`config.mk`:
```
export PLATFORM = sky130hd
export DESIGN_NAME = dma4_regfile
export DESIGN_NICKNAME = d
export VERILOG_FILES = /design/src/rtl/dma4_pkg.sv /design/src/rtl/dma4_host_decode.sv /design/src/rtl/dma4_arb.sv /design/src/rtl/dma4_chan.sv /design/src/rtl/dma4_regfile.sv
export SDC_FILE = /design/constraint.sdc
export NUM_CORES = 1
export LEC_CHECK = 0
export BUFFER_PORTS_ARGS = -buffer_cell sky130_fd_sc_hd__buf_2
export CORE_MARGIN = 3
export CORE_UTILIZATION = 30
export CTS_CLUSTER_SIZE = 28
export DETAILED_ROUTE_END_ITERATION = 10
export PLACE_DENSITY_LB_ADDON = 0.08
export SLEW_MARGIN = 10
export SYNTH_ARGS = -nofsm -noshare
export SYNTH_HDL_FRONTEND = slang
export SYNTH_SLANG_ARGS = --single-unit
```
`constraint.sdc`:
```
create_clock -name clk -period 6.2 [get_ports clk]
set_clock_uncertainty 0.05 [all_clocks]
set_input_delay 0.31 -clock clk [delete_from_list [all_inputs] [get_ports clk]]
set_output_delay 0.31 -clock clk [all_outputs]
set_load 0.01 [all_outputs]
```
`src/rtl/dma4_pkg.sv`:
```
package dma4_pkg;
  localparam int NCH = 4;
  localparam int CHW = 2;
  localparam int DW  = 8;
  localparam int CW  = 16;
  localparam int HAW = 11;

  localparam logic [HAW-1:0] A_STATUS = 11'h008;
  localparam logic [HAW-1:0] A_MASK   = 11'h00A;
  localparam logic [HAW-1:0] A_MODE   = 11'h00B;
  localparam logic [HAW-1:0] A_PTRCLR = 11'h00C;
  localparam logic [HAW-1:0] A_MCLR   = 11'h00D;
  localparam logic [HAW-1:0] A_PGLO   = 11'h080;
  localparam logic [HAW-1:0] A_PGHI   = 11'h480;

  typedef enum logic [1:0] {
    XT_CHECK    = 2'b00,
    XT_TO_MEM   = 2'b01,
    XT_FROM_MEM = 2'b10,
    XT_RSVD     = 2'b11
  } xfer_kind_e;

  typedef struct packed {
    logic [NCH-1:0] addr_wr;
    logic [NCH-1:0] cnt_wr;
    logic [NCH-1:0] pglo_wr;
    logic [NCH-1:0] pghi_wr;
    logic           mode_wr;
    logic           mask_wr;
    logic           ptr_clr;
    logic           mclr;
    logic           stat_rd;
    logic           ptr_step;
  } host_strb_t;

  function automatic logic [3:0] page_slot(input int ch);
    case (ch)
      0:       page_slot = 4'h7;
      1:       page_slot = 4'h3;
      2:       page_slot = 4'h1;
      default: page_slot = 4'h2;
    endcase
  endfunction
endpackage

```
`src/rtl/dma4_host_decode.sv`:
```
module dma4_host_decode
  import dma4_pkg::*;
#(
  parameter int N_CH   = NCH,
  parameter int ADDR_W = HAW
) (
  input  logic              clk,
  input  logic              rst_n,
  input  logic              wr_en,
  input  logic              rd_en,
  input  logic [ADDR_W-1:0] addr,
  output host_strb_t        strb
);
  localparam int SELW = $clog2(N_CH);

  logic            in_chan_win;
  logic [SELW-1:0] sel;

  assign in_chan_win = (addr[ADDR_W-1:SELW+1] == '0);
  assign sel         = addr[SELW:1];

  always_comb begin
    strb = '0;
    if (in_chan_win) begin
      strb.ptr_step = wr_en | rd_en;
      if (wr_en) begin
        if (addr[0]) strb.cnt_wr[sel]  = 1'b1;
        else         strb.addr_wr[sel] = 1'b1;
      end
    end
    for (int i = 0; i < N_CH; i++) begin
      if (wr_en && addr == (A_PGLO + ADDR_W'(page_slot(i)))) strb.pglo_wr[i] = 1'b1;
      if (wr_en && addr == (A_PGHI + ADDR_W'(page_slot(i)))) strb.pghi_wr[i] = 1'b1;
    end
    strb.mode_wr = wr_en && addr == A_MODE;
    strb.mask_wr = wr_en && addr == A_MASK;
    strb.ptr_clr = wr_en && addr == A_PTRCLR;
    strb.mclr    = wr_en && addr == A_MCLR;
    strb.stat_rd = rd_en && addr == A_STATUS;
  end

  // a host write lands in at most one register
  a_r2_single_target: assert property (@(posedge clk) disable iff (!rst_n)
    $onehot0({strb.addr_wr, strb.cnt_wr, strb.pglo_wr, strb.pghi_wr,
              strb.mode_wr, strb.mask_wr, strb.ptr_clr, strb.mclr}));
endmodule

```
`src/rtl/dma4_arb.sv`:
```
module dma4_arb #(
  parameter int N_CH = 4,
  localparam int SELW = $clog2(N_CH)
) (
  input  logic            clk,
  input  logic            rst_n,
  input  logic [N_CH-1:0] elig,
  output logic [N_CH-1:0] gnt,
  output logic [SELW-1:0] gnt_idx,
  output logic            gnt_any
);
  always_comb begin
    gnt     = '0;
    gnt_idx = '0;
    for (int i = N_CH - 1; i >= 0; i--) begin
      if (elig[i]) begin
        gnt     = '0;
        gnt[i]  = 1'b1;
        gnt_idx = SELW'(i);
      end
    end
  end
  assign gnt_any = |elig;

  a_r5_onehot: assert property (@(posedge clk) disable iff (!rst_n) $onehot0(gnt));
  a_r5_grant_needs_req: assert property (@(posedge clk) disable iff (!rst_n)
    (gnt & ~elig) == '0);
  a_r5_lowest_wins: assert property (@(posedge clk) disable iff (!rst_n)
    (gnt != '0) |-> ((elig & (gnt - 1'b1)) == '0));
  a_r5_valid_tracks: assert property (@(posedge clk) disable iff (!rst_n)
    gnt_any == (gnt != '0));
endmodule

```
`src/rtl/dma4_chan.sv`:
```
module dma4_chan #(
  parameter int BW = 8,
  parameter int CW = 16
) (
  input  logic          clk,
  input  logic          rst_n,
  input  logic [BW-1:0] wdata,
  input  logic          hi_sel,
  input  logic          addr_wr,
  input  logic          cnt_wr,
  input  logic          pglo_wr,
  input  logic          pghi_wr,
  input  logic          mode_hit,
  input  logic          mask_hit,
  input  logic          mask_val,
  input  logic          mclr,
  input  logic          beat,
  output logic [CW-1:0] addr_q,
  output logic [CW-1:0] cnt_q,
  output logic [BW-1:0] pglo_q,
  output logic [BW-1:0] pghi_q,
  output logic [1:0]    kind,
  output logic          mask_q,
  output logic          tc_hit
);
  localparam int MODEW = BW - 2;

  logic [MODEW-1:0] mode_q;

  assign tc_hit = beat && (cnt_q == '0);
  assign kind   = mode_q[1:0];

  always_ff @(posedge clk) begin
    if (!rst_n) begin
      addr_q <= '0;
      cnt_q  <= '0;
    end else begin
      if (addr_wr) begin
        if (hi_sel) addr_q[CW-1:BW] <= wdata;
        else        addr_q[BW-1:0]  <= wdata;
      end else if (beat) begin
        addr_q <= addr_q + 1'b1;
      end
      if (cnt_wr) begin
        if (hi_sel) cnt_q[CW-1:BW] <= wdata;
        else        cnt_q[BW-1:0]  <= wdata;
      end else if (beat) begin
        cnt_q <= cnt_q - 1'b1;
      end
    end
  end

  always_ff @(posedge clk) begin
    if (!rst_n) begin
      pglo_q <= '0;
      pghi_q <= '0;
      mode_q <= '0;
    end else begin
      if (pglo_wr)  pglo_q <= wdata;
      if (pghi_wr)  pghi_q <= wdata;
      if (mode_hit) mode_q <= wdata[BW-1:2];
    end
  end

  always_ff @(posedge clk) begin
    if (!rst_n)        mask_q <= 1'b1;
    else if (mclr)     mask_q <= 1'b1;
    else if (tc_hit)   mask_q <= 1'b1;
    else if (mask_hit) mask_q <= mask_val;
  end

  a_r5_no_beat_when_masked: assert property (@(posedge clk) disable iff (!rst_n)
    beat |-> !mask_q);
  a_r6_count_step: assert property (@(posedge clk) disable iff (!rst_n)
    (beat && !cnt_wr) |=> cnt_q == $past(cnt_q) - 1'b1);
  a_r6_addr_step: assert property (@(posedge clk) disable iff (!rst_n)
    (beat && !addr_wr) |=> addr_q == $past(addr_q) + 1'b1);
  a_r6_stall_holds: assert property (@(posedge clk) disable iff (!rst_n)
    (!beat && !cnt_wr && !addr_wr) |=> ($stable(cnt_q) && $stable(addr_q)));
  a_r7_self_mask: assert property (@(posedge clk) disable iff (!rst_n)
    tc_hit |=> mask_q);
endmodule

```
`src/rtl/dma4_regfile.sv`:
```
module dma4_regfile
  import dma4_pkg::*;
(
  input  logic           clk,
  input  logic           rst_n,
  input  logic           host_wr_en,
  input  logic           host_rd_en,
  input  logic [HAW-1:0] host_addr,
  input  logic [DW-1:0]  host_wdata,
  output logic [DW-1:0]  host_rdata,
  output logic           host_rvalid,
  input  logic [NCH-1:0] dreq,
  output logic [NCH-1:0] dack,
  output logic [NCH-1:0] tc,
  output logic           xfer_valid,
  input  logic           xfer_ready,
  output logic [CHW-1:0] xfer_chan,
  output logic [2*DW+CW-1:0] xfer_addr,
  output logic [1:0]     xfer_type
);
  host_strb_t     strb;
  logic           ptr_hi;
  logic [NCH-1:0] flags;
  logic [NCH-1:0] mask_v;
  logic [NCH-1:0] tc_v;
  logic [NCH-1:0] gnt;
  logic [NCH-1:0] beat_v;
  logic [CHW-1:0] gidx;
  logic           gany;
  logic [CW-1:0]  ch_addr [NCH];
  logic [CW-1:0]  ch_cnt  [NCH];
  logic [DW-1:0]  ch_pglo [NCH];
  logic [DW-1:0]  ch_pghi [NCH];
  logic [1:0]     ch_kind [NCH];
  logic [DW-1:0]  rd_mux;

  dma4_host_decode #(.N_CH(NCH), .ADDR_W(HAW)) u_dec (
    .clk(clk), .rst_n(rst_n), .wr_en(host_wr_en), .rd_en(host_rd_en),
    .addr(host_addr), .strb(strb)
  );

  dma4_arb #(.N_CH(NCH)) u_arb (
    .clk(clk), .rst_n(rst_n), .elig(dreq & ~mask_v),
    .gnt(gnt), .gnt_idx(gidx), .gnt_any(gany)
  );

  assign beat_v = gnt & {NCH{xfer_ready}};

  for (genvar g = 0; g < NCH; g++) begin : g_ch
    logic mode_hit_g;
    logic mask_hit_g;
    assign mode_hit_g = strb.mode_wr && host_wdata[CHW-1:0] == CHW'(g);
    assign mask_hit_g = strb.mask_wr && host_wdata[CHW-1:0] == CHW'(g);
    dma4_chan #(.BW(DW), .CW(CW)) u_ch (
      .clk(clk), .rst_n(rst_n), .wdata(host_wdata), .hi_sel(ptr_hi),
      .addr_wr(strb.addr_wr[g]), .cnt_wr(strb.cnt_wr[g]),
      .pglo_wr(strb.pglo_wr[g]), .pghi_wr(strb.pghi_wr[g]),
      .mode_hit(mode_hit_g), .mask_hit(mask_hit_g), .mask_val(host_wdata[CHW]),
      .mclr(strb.mclr), .beat(beat_v[g]),
      .addr_q(ch_addr[g]), .cnt_q(ch_cnt[g]), .pglo_q(ch_pglo[g]),
      .pghi_q(ch_pghi[g]), .kind(ch_kind[g]), .mask_q(mask_v[g]),
      .tc_hit(tc_v[g])
    );
  end

  always_ff @(posedge clk) begin
    if (!rst_n)                         ptr_hi <= 1'b0;
    else if (strb.mclr || strb.ptr_clr) ptr_hi <= 1'b0;
    else if (strb.ptr_step)             ptr_hi <= ~ptr_hi;
  end

  always_ff @(posedge clk) begin
    if (!rst_n)         flags <= '0;
    else if (strb.mclr) flags <= '0;
    else                flags <= (strb.stat_rd ? '0 : flags) | tc_v;
  end

  always_comb begin
    logic [CHW-1:0] s;
    logic [CW-1:0]  w;
    s      = host_addr[CHW:1];
    w      = host_addr[0] ? ch_cnt[s] : ch_addr[s];
    rd_mux = '0;
    if (host_addr[HAW-1:CHW+1] == '0) rd_mux = ptr_hi ? w[CW-1:DW] : w[DW-1:0];
    else if (host_addr == A_STATUS)   rd_mux = DW'(flags);
    for (int i = 0; i < NCH; i++) begin
      if (host_addr == (A_PGLO + HAW'(page_slot(i)))) rd_mux = ch_pglo[i];
      if (host_addr == (A_PGHI + HAW'(page_slot(i)))) rd_mux = ch_pghi[i];
    end
  end

  always_ff @(posedge clk) begin
    if (!rst_n) begin
      host_rdata  <= '0;
      host_rvalid <= 1'b0;
    end else begin
      host_rvalid <= host_rd_en;
      if (host_rd_en) host_rdata <= rd_mux;
    end
  end

  assign dack       = gnt;
  assign tc         = tc_v;
  assign xfer_valid = gany;
  assign xfer_chan  = gidx;
  assign xfer_addr  = {ch_pghi[gidx], ch_pglo[gidx], ch_addr[gidx]};
  assign xfer_type  = ch_kind[gidx];

  a_r9_master_clear: assert property (@(posedge clk) disable iff (!rst_n)
    strb.mclr |=> (&mask_v && flags == '0 && !ptr_hi));
  a_r2_pointer_clear: assert property (@(posedge clk) disable iff (!rst_n)
    strb.ptr_clr |=> !ptr_hi);
  a_r8_read_clears: assert property (@(posedge clk) disable iff (!rst_n)
    (strb.stat_rd && tc_v == '0) |=> flags == '0);
  a_r7_flag_sticky: assert property (@(posedge clk) disable iff (!rst_n)
    (tc_v != '0) |=> ((flags & $past(tc_v)) == $past(tc_v)) || $past(strb.mclr));
  a_r11_rvalid: assert property (@(posedge clk) disable iff (!rst_n)
    host_rd_en |=> host_rvalid);
endmodule

```
==> Word-level counts from Yosys, hierarchy flattened <==
Cells that the tools add are included.
{ "classes": {"addsub": 8, "n_lt_le_gt_ge": 4, "eq_ne": 32, "n_mux": 72, "bitwise_logic": 9, "reduce_logical": 64} }
{ "ops": {"columns": ["operator", "n"], "rows": [
  ["16-bit 2-to-1 mux", 23],
  ["8-bit 2-to-1 mux", 18],
  ["16-bit binary-select mux with 2-bit select", 3],
  ["16-bit by 1-bit adder with 16-bit output (second input constant)", 4],
  ["16-bit logical NOT", 4],
  ["16-bit by 1-bit subtractor with 16-bit output (second input constant)", 4],
  ["11-bit by 4-bit equality test with 1-bit output (second input constant)", 5],
  ["11-bit equality test (second input constant)", 4],
  ["11-bit by 8-bit equality test with 1-bit output (second input constant)", 4],
  ["8-bit binary-select mux with 2-bit select", 2],
  ["4-bit 2-to-1 mux", 8],
  ["2-bit != test (second input constant)", 16],
  ["2-bit AND reduction", 16],
  ["1-bit logical AND", 26],
  ["2-bit nonzero test", 8],
  ["2-bit 2-to-1 mux", 6],
  ["3-bit OR reduction", 4],
  ["1-bit 2-to-1 mux", 10],
  ["4-bit bitwise AND", 2],
  ["8-bit logical NOT", 1],
  ["3-bit greater-or-equal comparator (second input constant)", 2],
  ["2-bit NOT with 3-bit output", 2],
  ["2-bit binary-select mux with 2-bit select", 1],
  ["2-bit equality test (second input constant)", 2],
  ["other kinds (12)", 14]
]} }
{ "word_totals": {"register_bits": 218, "in_bits": 28, "wordCells": 225} }

==> Logic depth before layout (Yosys ltp) <==
Gate-level depths: netlist of the first run.
{ "depth": {"word_depth": 15, "depth_mapped": 9, "mapped_depth_nobuf": 7} }

==> By module <==
From an unflattened synthesis of the first run, not the netlist that was laid out.
{ "unflattened": {"cells_unflattened": 1773, "area_unflattened_um2": 14919.3} }
{ "modules_own_cells": {"columns": ["module", "instances", "cells_each", "area_each_um2", "seq_area_each_um2"], "rows": [
  ["dma4_chan (g_ch[1].u_ch ...)", 3, 346, 2730.1, 1021.0],
  ["dma4_regfile", 1, 341, 3507.1, 280.3],
  ["dma4_chan (g_ch[0].u_ch)", 1, 338, 2806.4, 1021.0],
  ["dma4_host_decode", 1, 46, 356.6, 0.0],
  ["dma4_arb", 1, 10, 58.8, 0.0]
]} }

==> Least setup slack after synthesis of the first run <==
Ideal clock, no wire load.
{ "synth_path": {"path_type": "in2reg", "from": "in host_addr[5]", "to": "reg g_ch[2].u_ch.addr_q[13]", "setup_time_ps": 135, "t_arrival_ps": 2272, "required_time_ps": 6015, "setup_slack_ps": 3743, "cell_stages": 8, "cell_sequence": "buf_2 -> or4_4 -> or4_4 -> buf_6 -> and3_4 -> buf_6 -> a311oi_2 -> a2111oi_2"} }
{ "synth_between": {"elab_chain_cells": 4, "word_cells_on_any_way": 6} }
{ "synth_rtl": {"columns": ["element", "line", "source"], "rows": [
  ["start: declaration", "dma4_regfile.sv:8", "input logic [HAW-1:0] host_addr,"],
  ["8-bit logical NOT *", "dma4_host_decode.sv:19", "assign in_chan_win = (addr[ADDR_W-1:SELW+1] == '0);"],
  ["8-bit 2-to-1 mux *", "dma4_host_decode.sv:24", "if (in_chan_win) begin"],
  ["2-bit != test (no source line) / 2-bit nonzero test (equally long branches)", null, null],
  ["2-bit AND reduction (no source line)", null, null],
  ["end signal: indexed assignment", "dma4_chan.sv:39", "if (hi_sel) addr_q[CW-1:BW] <= wdata;"],
  ["end signal: indexed assignment", "dma4_chan.sv:40", "else addr_q[BW-1:0] <= wdata;"],
  ["end signal: assignment", "dma4_chan.sv:42", "addr_q <= addr_q + 1'b1;"],
  ["end: declaration", "dma4_chan.sv:18", "output logic [CW-1:0] addr_q,"]
]} }
Mark *: on every way between the ends. The rest lies on a longest branch, timed or not.
A chain may end at the register's enable or synchronous reset.

==> Worst setup path after layout of the first run <==
{ "layout_path": {"from": "reg g_ch[1].u_ch.mask_q", "to": "out xfer_addr[29]"} }
{ "layout_between": {"elab_chain_cells": 8} }
{ "layout_rtl": {"columns": ["element", "line", "source"], "rows": [
  ["start: declaration", "dma4_chan.sv:23", "output logic mask_q,"],
  ["start signal: assignment", "dma4_chan.sv:69", "else if (mask_hit) mask_q <= mask_val;"],
  ["4-bit NOT", "dma4_regfile.sv:43", ".clk(clk), .rst_n(rst_n), .elig(dreq & ~mask_v),"],
  ["4-bit bitwise AND", "dma4_regfile.sv:43", null],
  ["2-bit 2-to-1 mux (2 in a row)", "dma4_arb.sv:16", "if (elig[i]) begin"],
  ["2-bit NOT with 3-bit output (not written as such)", "dma4_regfile.sv:106", "assign xfer_addr = {ch_pghi[gidx], ch_pglo[gidx], ch_addr[gidx]};"],
  ["8-bit binary-select mux with 2-bit select", "dma4_regfile.sv:106", null],
  ["8-bit 2-to-1 mux (not written as such) (2 in a row)", "dma4_regfile.sv:106", null],
  ["end: declaration", "dma4_regfile.sv:18", "output logic [2*DW+CW-1:0] xfer_addr,"]
]} }
No other way between the ends. The select of a mux whose other input is x is not followed.

==> impl_metrics.toml, run 1 <==
[route]
vias_per_cell = 6.24
routedWlPerCell_um = 27.0
vias = 15500
drtIter0Drc = 1648
firstDrtPassIters = 6
route.detailed.drc = 0
drt_wl_total_mm = 67.1
ant_nets = 0

[logic_synthesis]
ys_ff_latch = 218
synth_top_family_by_area = "simple AND/OR/NAND/NOR gates"
ys_seq_area_frac = 0.297
avgSynthCellArea_um2 = 7.88
syn-cell-area_um2 = 14700
ys_top_cells_by_count = "nand2_1 (257), dfxtp_1 (218), a21oi_1 (144), nor2_1 (134), clkbuf_1 (111)"
syn_nets = 1898
yosys.cell_types.count = 95
synth_edf_count = 0
async_reset_ff_frac = 0
synth.top_cell.area_share = 0.297
synth_xor_area_frac = 0
ys.flop_type = "dfxtp_1"
synth_mux_area_frac = 0.0998
synthAdderAreaFrac = 0.00682
synthesis.instances = 1862
synth-simple-area-share = 0.285
synth_area_leader_cell = "dfxtp_1"
synth_warnings = 0
synth.most_common_cell = "nand2_1"
ys_top_cells_by_area = "dfxtp_1 (30%), nand2_1 (6.6%), mux4_2 (5.4%)"
synth_compound_area_frac = 0.256

[outcome]
status = "finished clean"

[sta]
rsz0062_at_grt = "no"
relSlewSlack = 0.310
fin_setup_tns_ns = 0
hold_viol = 0
fmax_mhz = 279
drv_slew = 0
fin_crit_sh = 0.579
worst_hold_slack_ns = 0.203
setup_violations = 0
tightest_slew_ns = 1.03
final.min_clock_period_ns = 3.59

[place]
dp_hpwl_mm = 46.5
port-buffer-count = 81
gp_congestion = 0.941
placed_area_um2 = 15400

[cts]
clk_latency_ns = 0.58
clk_path_buf_depth = 3
numCtsBuffers = 29
cts-resized-gates = 0
cts.sinks = 218
path_clk_slew_ns = 0.06
postCtsSetupRepairBufs = 0
cts_tree = "done"
hold_buffers = 0
cts-root-buf = "clkbuf_16"
htreeDepth = 1

[power_and_ir_drop]
ir_worst_vdd_mv = 0.192
powerDensity_nw_per_um2 = 204
p_leak_uw = 0.00581

[finish]
stdcell_area_um2 = 16400
nets = 1881
syn_to_final_growth_pct = 11.7
layout-drive-gt1-share = 0.145
n_antenna_cell = 0

[global_route]
grt_usage = 0.252
grt_pass1_vias = 14100
antenna_found_initial = 1
grt_max_degree = 97
grt_overflow_total = 0
grt_pass1_wl_mm = 97.8

[critical_path]
crit_family = "buffers and inverters"
crit_required_ns = 5.84
cp-start-kind = "flop"
path_buf_inv = 3
critPathArrivalTime_ns = 3.23
end_kind = "output pin"
critPathMaxStageDelay_ns = 0.66
crit_type = "reg2out"
crit_fanout = 38
cp_slowest_cell = "inv_2"
worstPathCellList = "nand2b_1, o211ai_1, inv_2, buf_4, a211oi_1, a31oi_1, buf_2"

[floorplan]
die_y_um = 227
die_w_um = 227
rows = 80
start_util = 0.306
core_um2 = 48000
die_area_um2 = 51600
ios = 82

[run]
max-cap-violations = 0

[worst_hold_path]
hold_class = "in2reg"
[placed cells by master (no fill, tap or decap), types with 16 or more instances in the layout]
master	instances
or4_1	16
nand3_1	78
mux4_2	35
inv_1	25
a21o_1	19
or3_1	20
and3_1	19
buf_4	31
clkbuf_16	29
a211oi_1	50
nand3b_1	16
mux2i_1	53
nand4_1	31
a31oi_1	56
nand2_1	257
dfxtp_1	217
a21oi_1	144
o21ai_0	62
nor3_1	54
o311ai_0	19
nor4_1	29
nor2_1	133
o22ai_1	20
buf_2	80
and2_1	46
[area by class of cell]
class                           instances  area (µm²)
Fill cell                            5126       31600
Multi-Input combinational cell       1455        9540
Sequential cell                       218        4370
Clock buffer                           39         833
Tap cell                              615         769
Timing Repair Buffer                  112         653
Clock inverter                         14         126
Inverter                               29         114
[flip-flops by register name (all words and copies together), names as in the netlist]
name	flops
g_ch.u_ch.cnt_q	64
g_ch.u_ch.mask_q	4
ptr_hi	1
g_ch.u_ch.addr_q	64
g_ch.u_ch.pghi_q	32
g_ch.u_ch.mode_q	8
flags	4
g_ch.u_ch.pglo_q	32
host_rvalid	1
host_rdata	8
[logic make-up after synthesis]
kind of cell	Yosys count
flops	218
simple gates	801
buf+inv	189
compound gates	547
fa+ha+maj	8
mux	99
[worst paths after layout]
path,startpoint,endpoint,slack [ns],cells past startpoint
hold reg to reg,g_ch[0].u_ch.mode_q[1],g_ch[0].u_ch.mode_q[1],0.40,2
hold / removal,rst_n,g_ch[1].u_ch.cnt_q[14],0.20,2
setup / recovery,g_ch[1].u_ch.mask_q,xfer_addr[29],2.61,7
setup reg to reg,g_ch[0].u_ch.mask_q,g_ch[1].u_ch.cnt_q[14],3.14,6
[metal layers]
layer / part of all wire / routed length (µm) / vias to the layer above / global-route usage
li1: - / - / 7053 / -
met1: 0.47 / 31500 / 7698 / 0.371
met2: 0.44 / 29200 / 649 / 0.385
met3: 0.071 / 4760 / 89 / 0.0409
met4: 0.024 / 1620 / 0 / 0.0605
met5: 0 / 0 / - / 0
[report_power, final]
| part | total [µW] | switching [µW] | leakage [µW] | internal, µW |
|---|---|---|---|---|
| registers | 1400 | 1.26 | 0.00176 | 1400 |
| logic | 201 | 159 | 0.00357 | 42.0 |
| clock network | 1730 | 714 | 0.000483 | 1020 |
[stage by stage]
step / std cells / util / setup slack, ns / total power, µW
after global routing: 2482 / 0.341 / 2.50 / 3430
after floorplan: 1862 / - / 3.74 / 1550
after detailed placement: 2429 / 0.321 / 2.64 / 1630
after CTS: 2482 / 0.341 / 2.64 / 3370
after global placement: 2429 / 0.321 / 2.62 / 1630
final: 2482 / 0.341 / 2.61 / 3340
Power figures use the tool's default switching activity.
==> inputs of run 2 (changes only) <==
ABC_AREA = 1   (was unset)
clock period = 3.24 ns   (was 6.2 ns; I/O delays follow)
==> run 2 against run 1 <==
Against the previous run: global-route usage fell by 1.9 points; area after synthesis fell by 6.2%; sequential share of layout area rose by 1.2 points; sequential power rose by 91%; critical endpoint is now xfer_addr[25]; largest cell class unchanged.
==> impl_metrics.toml, run 2 <==
[global_route]
grt_pass1_wl_mm = 86.1
grt_max_degree = 105
grt_usage = 0.233
antenna_found_initial = 1
grt_overflow_total = 0
grt_pass1_vias = 13700

[route]
vias = 14900
vias_per_cell = 5.28
route.detailed.drc = 0
firstDrtPassIters = 6
ant_nets = 0
drt_wl_total_mm = 57.4
drtIter0Drc = 1488
routedWlPerCell_um = 20.4

[place]
dp_hpwl_mm = 41.7
placed_area_um2 = 14700
gp_congestion = 0.870
port-buffer-count = 81

[critical_path]
crit_required_ns = 3.03
critPathArrivalTime_ns = 2.80
crit_fanout = 19
cp_slowest_cell = "clkinvlp_4"
crit_type = "reg2out"
critPathMaxStageDelay_ns = 0.45
worstPathCellList = "nor2_1, inv_1, nand2_1, nor2_1, clkinvlp_4, buf_4, o21ai_0, a21oi_1, a21oi_1, buf_2"
cp-start-kind = "flop"
end_kind = "output pin"

[floorplan]
die_area_um2 = 48500
die_y_um = 220
ios = 82
rows = 77
core_um2 = 44800
die_w_um = 220
start_util = 0.307

[power_and_ir_drop]
power_switching_uw = 1580
clock_power_share = 0.518
internal_power_uw = 4620
p_comb_frac = 0.049
ir_worst_vdd_mv = 0.388
powerDensity_nw_per_um2 = 395
p_seq_frac = 0.433
p_leak_uw = 0.00661
swShare = 0.255

[sta]
hold_viol = 0
tightest_slew_ns = 0.828
relSlewSlack = 0.447
setup_violations = 0
final.min_clock_period_ns = 3.02
fin_crit_sh = 0.931
drv_slew = 0
fmax_mhz = 332

[logic_synthesis]
synth_area_leader_cell = "dfxtp_1"
ys_top_cells_by_count = "nand2_1 (495), o21ai_0 (257), dfxtp_1 (218), a21oi_1 (214), inv_1 (202)"
synth_edf_count = 0
yosys.cell_types.count = 49
synth_compound_area_frac = 0.245
avgSynthCellArea_um2 = 6.35
synth.top_cell.area_share = 0.317
synth_xor_area_frac = 0.0534
syn_nets = 2206
ys.flop_type = "dfxtp_1"
synth_mux_area_frac = 0
synthesis.instances = 2170
synth_top_family_by_area = "simple AND/OR/NAND/NOR gates"
ys_ff_latch = 218
synth.most_common_cell = "nand2_1"
synthAdderAreaFrac = 0.00727
async_reset_ff_frac = 0
ys_top_cells_by_area = "dfxtp_1 (32%), nand2_1 (13%), o21ai_0 (9.3%)"
synth_warnings = 0
ys_seq_area_frac = 0.317
synth-simple-area-share = 0.276
syn-cell-area_um2 = 13800

[finish]
fin_util = 0.350
syn_to_final_growth_pct = 13.8
layout-drive-gt1-share = 0.0972
n_antenna_cell = 0
fillCellCount = 4991
final_cell_mix = "nand2_1 (494), o21ai_0 (257), dfxtp_1 (218)"
biggestRegsByFlops = "g_ch.u_ch.addr_q (64), g_ch.u_ch.cnt_q (64)"
mostFrequentLayoutCell = "nand2_1"
stdcell_area_um2 = 15700
nets = 2240

[run]
max-cap-violations = 0

[cts]
clk_latency_ns = 0.59
clk_path_buf_depth = 3
cts.sinks = 218
path_clk_slew_ns = 0.06
numCtsBuffers = 29
cts_tree = "done"
htreeDepth = 1
cts-root-buf = "clkbuf_16"

[outcome]
status = "finished clean"

[worst_hold_path]
hold_class = "in2reg"
[run 2: changes by cell type after synthesis, moves of 53 or more]
cell     delta
a21oi_1    +70
o21ai_0   +195
mux2i_1    -53
xor2_1     +67
nor2_1     +60
inv_1     +177
nand2_1   +238
[run 2: worst paths after layout]
path                                              from                      to  slack, ns  depth (start not counted)
worst min-delay path                     host_wdata[6]   g_ch[1].u_ch.cnt_q[6]       0.03                          3
worst max register to register   g_ch[0].u_ch.cnt_q[0]                flags[0]       0.84                         13
worst min register to register  g_ch[1].u_ch.pglo_q[3]  g_ch[1].u_ch.pglo_q[3]       0.41                          2
worst max-delay path               g_ch[0].u_ch.mask_q           xfer_addr[25]       0.22                         10
[run 2: layer usage]
layer / global-route usage / share of wire / vias to the layer above
met5: 0 / 0.00026 / -
met4: 0.0646 / 0.029 / 2
met3: 0.0295 / 0.057 / 89
met2: 0.362 / 0.44 / 473
met1: 0.337 / 0.48 / 6980
li1: - / - / 7314
[run 2: power groups by stage]
stage                     sequential (µW)  clock [µW]  combinational [µW]
after floorplan                      2740           0                 153
after global placement               2740           0                 295
after detailed placement             2740           0                 295
after CTS                            2680        3280                 299
after global routing                 2680        3360                 320
final                                2680        3210                 302
[run 2: area by class of cell]
| type | instances | area, µm² | area share |
|---|---|---|---|
| Inverter | 220 | 832 | 0.0531 |
| Tap cell | 592 | 741 | 0.0472 |
| Multi-Input combinational cell | 1610 | 8040 | 0.513 |
| Clock buffer | 42 | 845 | 0.0539 |
| Clock inverter | 7 | 78.8 | 0.00503 |
| Timing Repair Buffer | 125 | 783 | 0.0500 |
| Sequential cell | 218 | 4360 | 0.278 |
[run 2: stage by stage]
stage	hold WS [ns]	TNS, ns	setup slack (ns)	total power, µW	cells
5_1_grt	0.0462	-0.00469	-0.00469	6360	2814
2_1_floorplan	0.286	0	1.25	2890	2170
6_report	0.0262	0	0.224	6200	2814
3_5_place_dp	0.400	0	0.476	3040	2761
4_1_cts	0.00750	0	0.0894	6260	2813
3_3_place_gp	0.394	0	0.411	3040	2761
[run 2: timing repair]
| item | CTS | global route |
|---|---|---|
| setup endpoints to repair | 1 | 5 |
| buffers inserted | 0 | 1 |
| pin swaps | 0 | 1 |
| hold endpoints to repair | 38 | 0 |
| hold buffers | 3 | 0 |
| resized for setup | 1 | 2 |
[run 2: logic make-up after synthesis]
kind of cell | count (synthesis)
compound gates | 628
xor+xnor | 84
fa+ha+maj | 8
buf+inv | 342
flops | 218
simple gates | 890
[run 2: worst max-delay path, delay by kind of cell, from the launching register on]
kind                   cells  cell delay [ns]
buffers and inverters      4             1.05
AOI/OAI and AO/OA          3             0.32
DFF                        1             0.40
and+or+nand+nor            3             0.42
==> inputs of run 3 (changes only) <==
ABC_CLOCK_PERIOD_IN_PS = 3300   (was unset)
SKIP_LAST_GASP = 1   (was unset)
clock period = 3.3 ns   (was 3.24 ns; I/O delays follow)
==> run 3 against run 2 <==
Against the previous run: worst hold slack better by 0.027 ns; first-iteration DRC count down 19%; design area fell by 0.46%; largest cell class unchanged.
==> impl_metrics.toml, run 3 (same netlist as run 2, synthesis figures left out) <==
[critical_path]
r2r-end = "flags[0]"
critPathArrivalTime_ns = 2.82
end_kind = "output pin"
crit_fanout = 4
crit_required_ns = 3.08
crit_type = "reg2out"
worstReg2RegStart = "g_ch[0].u_ch.cnt_q[0]"
r2r_setup_slack_ns = 0.82
reg2regPathDepth = 13
cp-start-kind = "flop"

[power_and_ir_drop]
clock_power_share = 0.514
p_leak_uw = 0.00657
swShare = 0.249
p_comb_frac = 0.048
ir_worst_vdd_mv = 0.327
power_switching_uw = 1500
p_seq_frac = 0.439
internal_power_uw = 4510
powerDensity_nw_per_um2 = 385

[route]
route.detailed.drc = 0
routedWlPerCell_um = 20.3
firstDrtPassIters = 5
vias = 14800
vias_per_cell = 5.29
drt_wl_total_mm = 57.1
ant_nets = 0
drtIter0Drc = 1211

[sta]
tightest_slew_ns = 1.02
relSlewSlack = 0.318
rsz0062_at_grt = "yes"
drv_slew = 0
layout_setup_ws_ns = 0.269
hold_viol = 0
worst_hold_slack_ns = 0.0528
setup_violations = 0
final.min_clock_period_ns = 3.03
fmax_mhz = 330
fin_crit_sh = 0.919

[place]
dp_slack_ns = 0.568
dp_cells = 2757
dp_hpwl_mm = 41.5
placed_area_um2 = 14700
gp_congestion = 0.843
port-buffer-count = 81

[global_route]
grt_usage = 0.231
grt_overflow_total = 0
grt_pass1_vias = 13900
grt_pass1_wl_mm = 85.8
grt_max_degree = 186
antenna_found_initial = 0

[floorplan]
die_y_um = 220
rows = 77
die_w_um = 220
ios = 82
core_um2 = 44800
die_area_um2 = 48500
start_util = 0.307

[finish]
stdcell_area_um2 = 15600
multi_input_area_um2 = 8040
final_cell_mix = "nand2_1 (494), o21ai_0 (257), dfxtp_1 (218)"
layout-drive-gt1-share = 0.0949
biggestRegsByFlops = "g_ch.u_ch.addr_q (64), g_ch.u_ch.cnt_q (64)"
fillCellCount = 5008
fin_cells = 2806
mostFrequentLayoutCell = "nand2_1"
nets = 2232
regArea_um2 = 4360
syn_to_final_growth_pct = 13.3

[cts]
clk_latency_ns = 0.58
clk_path_buf_depth = 3
numCtsBuffers = 27
cts-root-buf = "clkbuf_16"
htreeDepth = 1
cts.sinks = 218
cts_tree = "done"
path_clk_slew_ns = 0.06

[outcome]
status = "finished clean"

[run]
max-cap-violations = 0

[worst_hold_path]
hold_path_depth = 3
worstHoldStart = "host_wdata[0]"
hold_class = "in2reg"
min_to = "g_ch[0].u_ch.pghi_q[0]"
-- run 3: power by group through the flow --
stage	logic, µW	clock network (µW)	registers, µW
final	286	3090	2630
after global routing	306	3250	2630
after CTS	288	3160	2630
after detailed placement	286	0	2690
after global placement	286	0	2690
after floorplan	150	0	2690
-- run 3: metal layers --
metal,GRT usage,vias to the layer above,wire length [µm]
met5,0,-,0
met4,0.0783,0,1940
li1,-,7305,-
met1,0.329,7026,27300
met3,0.0288,90,3200
met2,0.360,422,24700
-- run 3: area by class of cell --
cell class / instances / area share
Multi-Input combinational cell: 1610 / 0.515
Sequential cell: 218 / 0.280
Clock buffer: 42 / 0.0540
Inverter: 220 / 0.0531
Tap cell: 592 / 0.0475
Timing Repair Buffer: 119 / 0.0470
Clock inverter: 4 / 0.00385
Antenna cell: 1 / 0.000160
-- run 3: worst max path at each step --
stage	startpoint	to	slack, ns	cells after the start
floorplan	g_ch[3].u_ch.cnt_q[0]	tc[3]	1.31	11
CTS	g_ch[3].u_ch.cnt_q[0]	tc[3]	0.05	11
detailed placement	host_addr[4]	g_ch[1].u_ch.cnt_q[10]	0.57	15
global placement	g_ch[3].u_ch.cnt_q[0]	tc[3]	0.60	11
finish	g_ch[2].u_ch.cnt_q[0]	tc[2]	0.27	11
global route	g_ch[0].u_ch.cnt_q[0]	tc[0]	-0.04	13
-- run 3: metrics by stage --
step,power (µW),setup TNS (ns),utilization
after CTS,6080,0,0.348
after detailed placement,2980,0,0.327
after global routing,6190,-0.0442,0.348
after global placement,2980,0,0.327
final,6010,0,0.348
after floorplan,2840,0,-
-- run 3: timing repair --
action / in CTS / in global routing
setup buffers: 0 / 1
endpoints found under the hold margin: 9 / 0
hold buffers: 1 / 0
endpoints found under the setup margin: 0 / 2
gates resized for setup: 0 / 2
-- run 3: worst max-delay path, stage by stage, from the launching register on --
cell and delay [ns]:
dfxtp_1 0.34, inv_1 0.08, ha_1 0.19, nand3_1 0.15
nor3_1 0.38, nand3_1 0.20, nor2_1 0.13, nand2_1 0.11
nor2_1 0.10, nand4_1 0.31, inv_1 0.13, buf_2 0.14
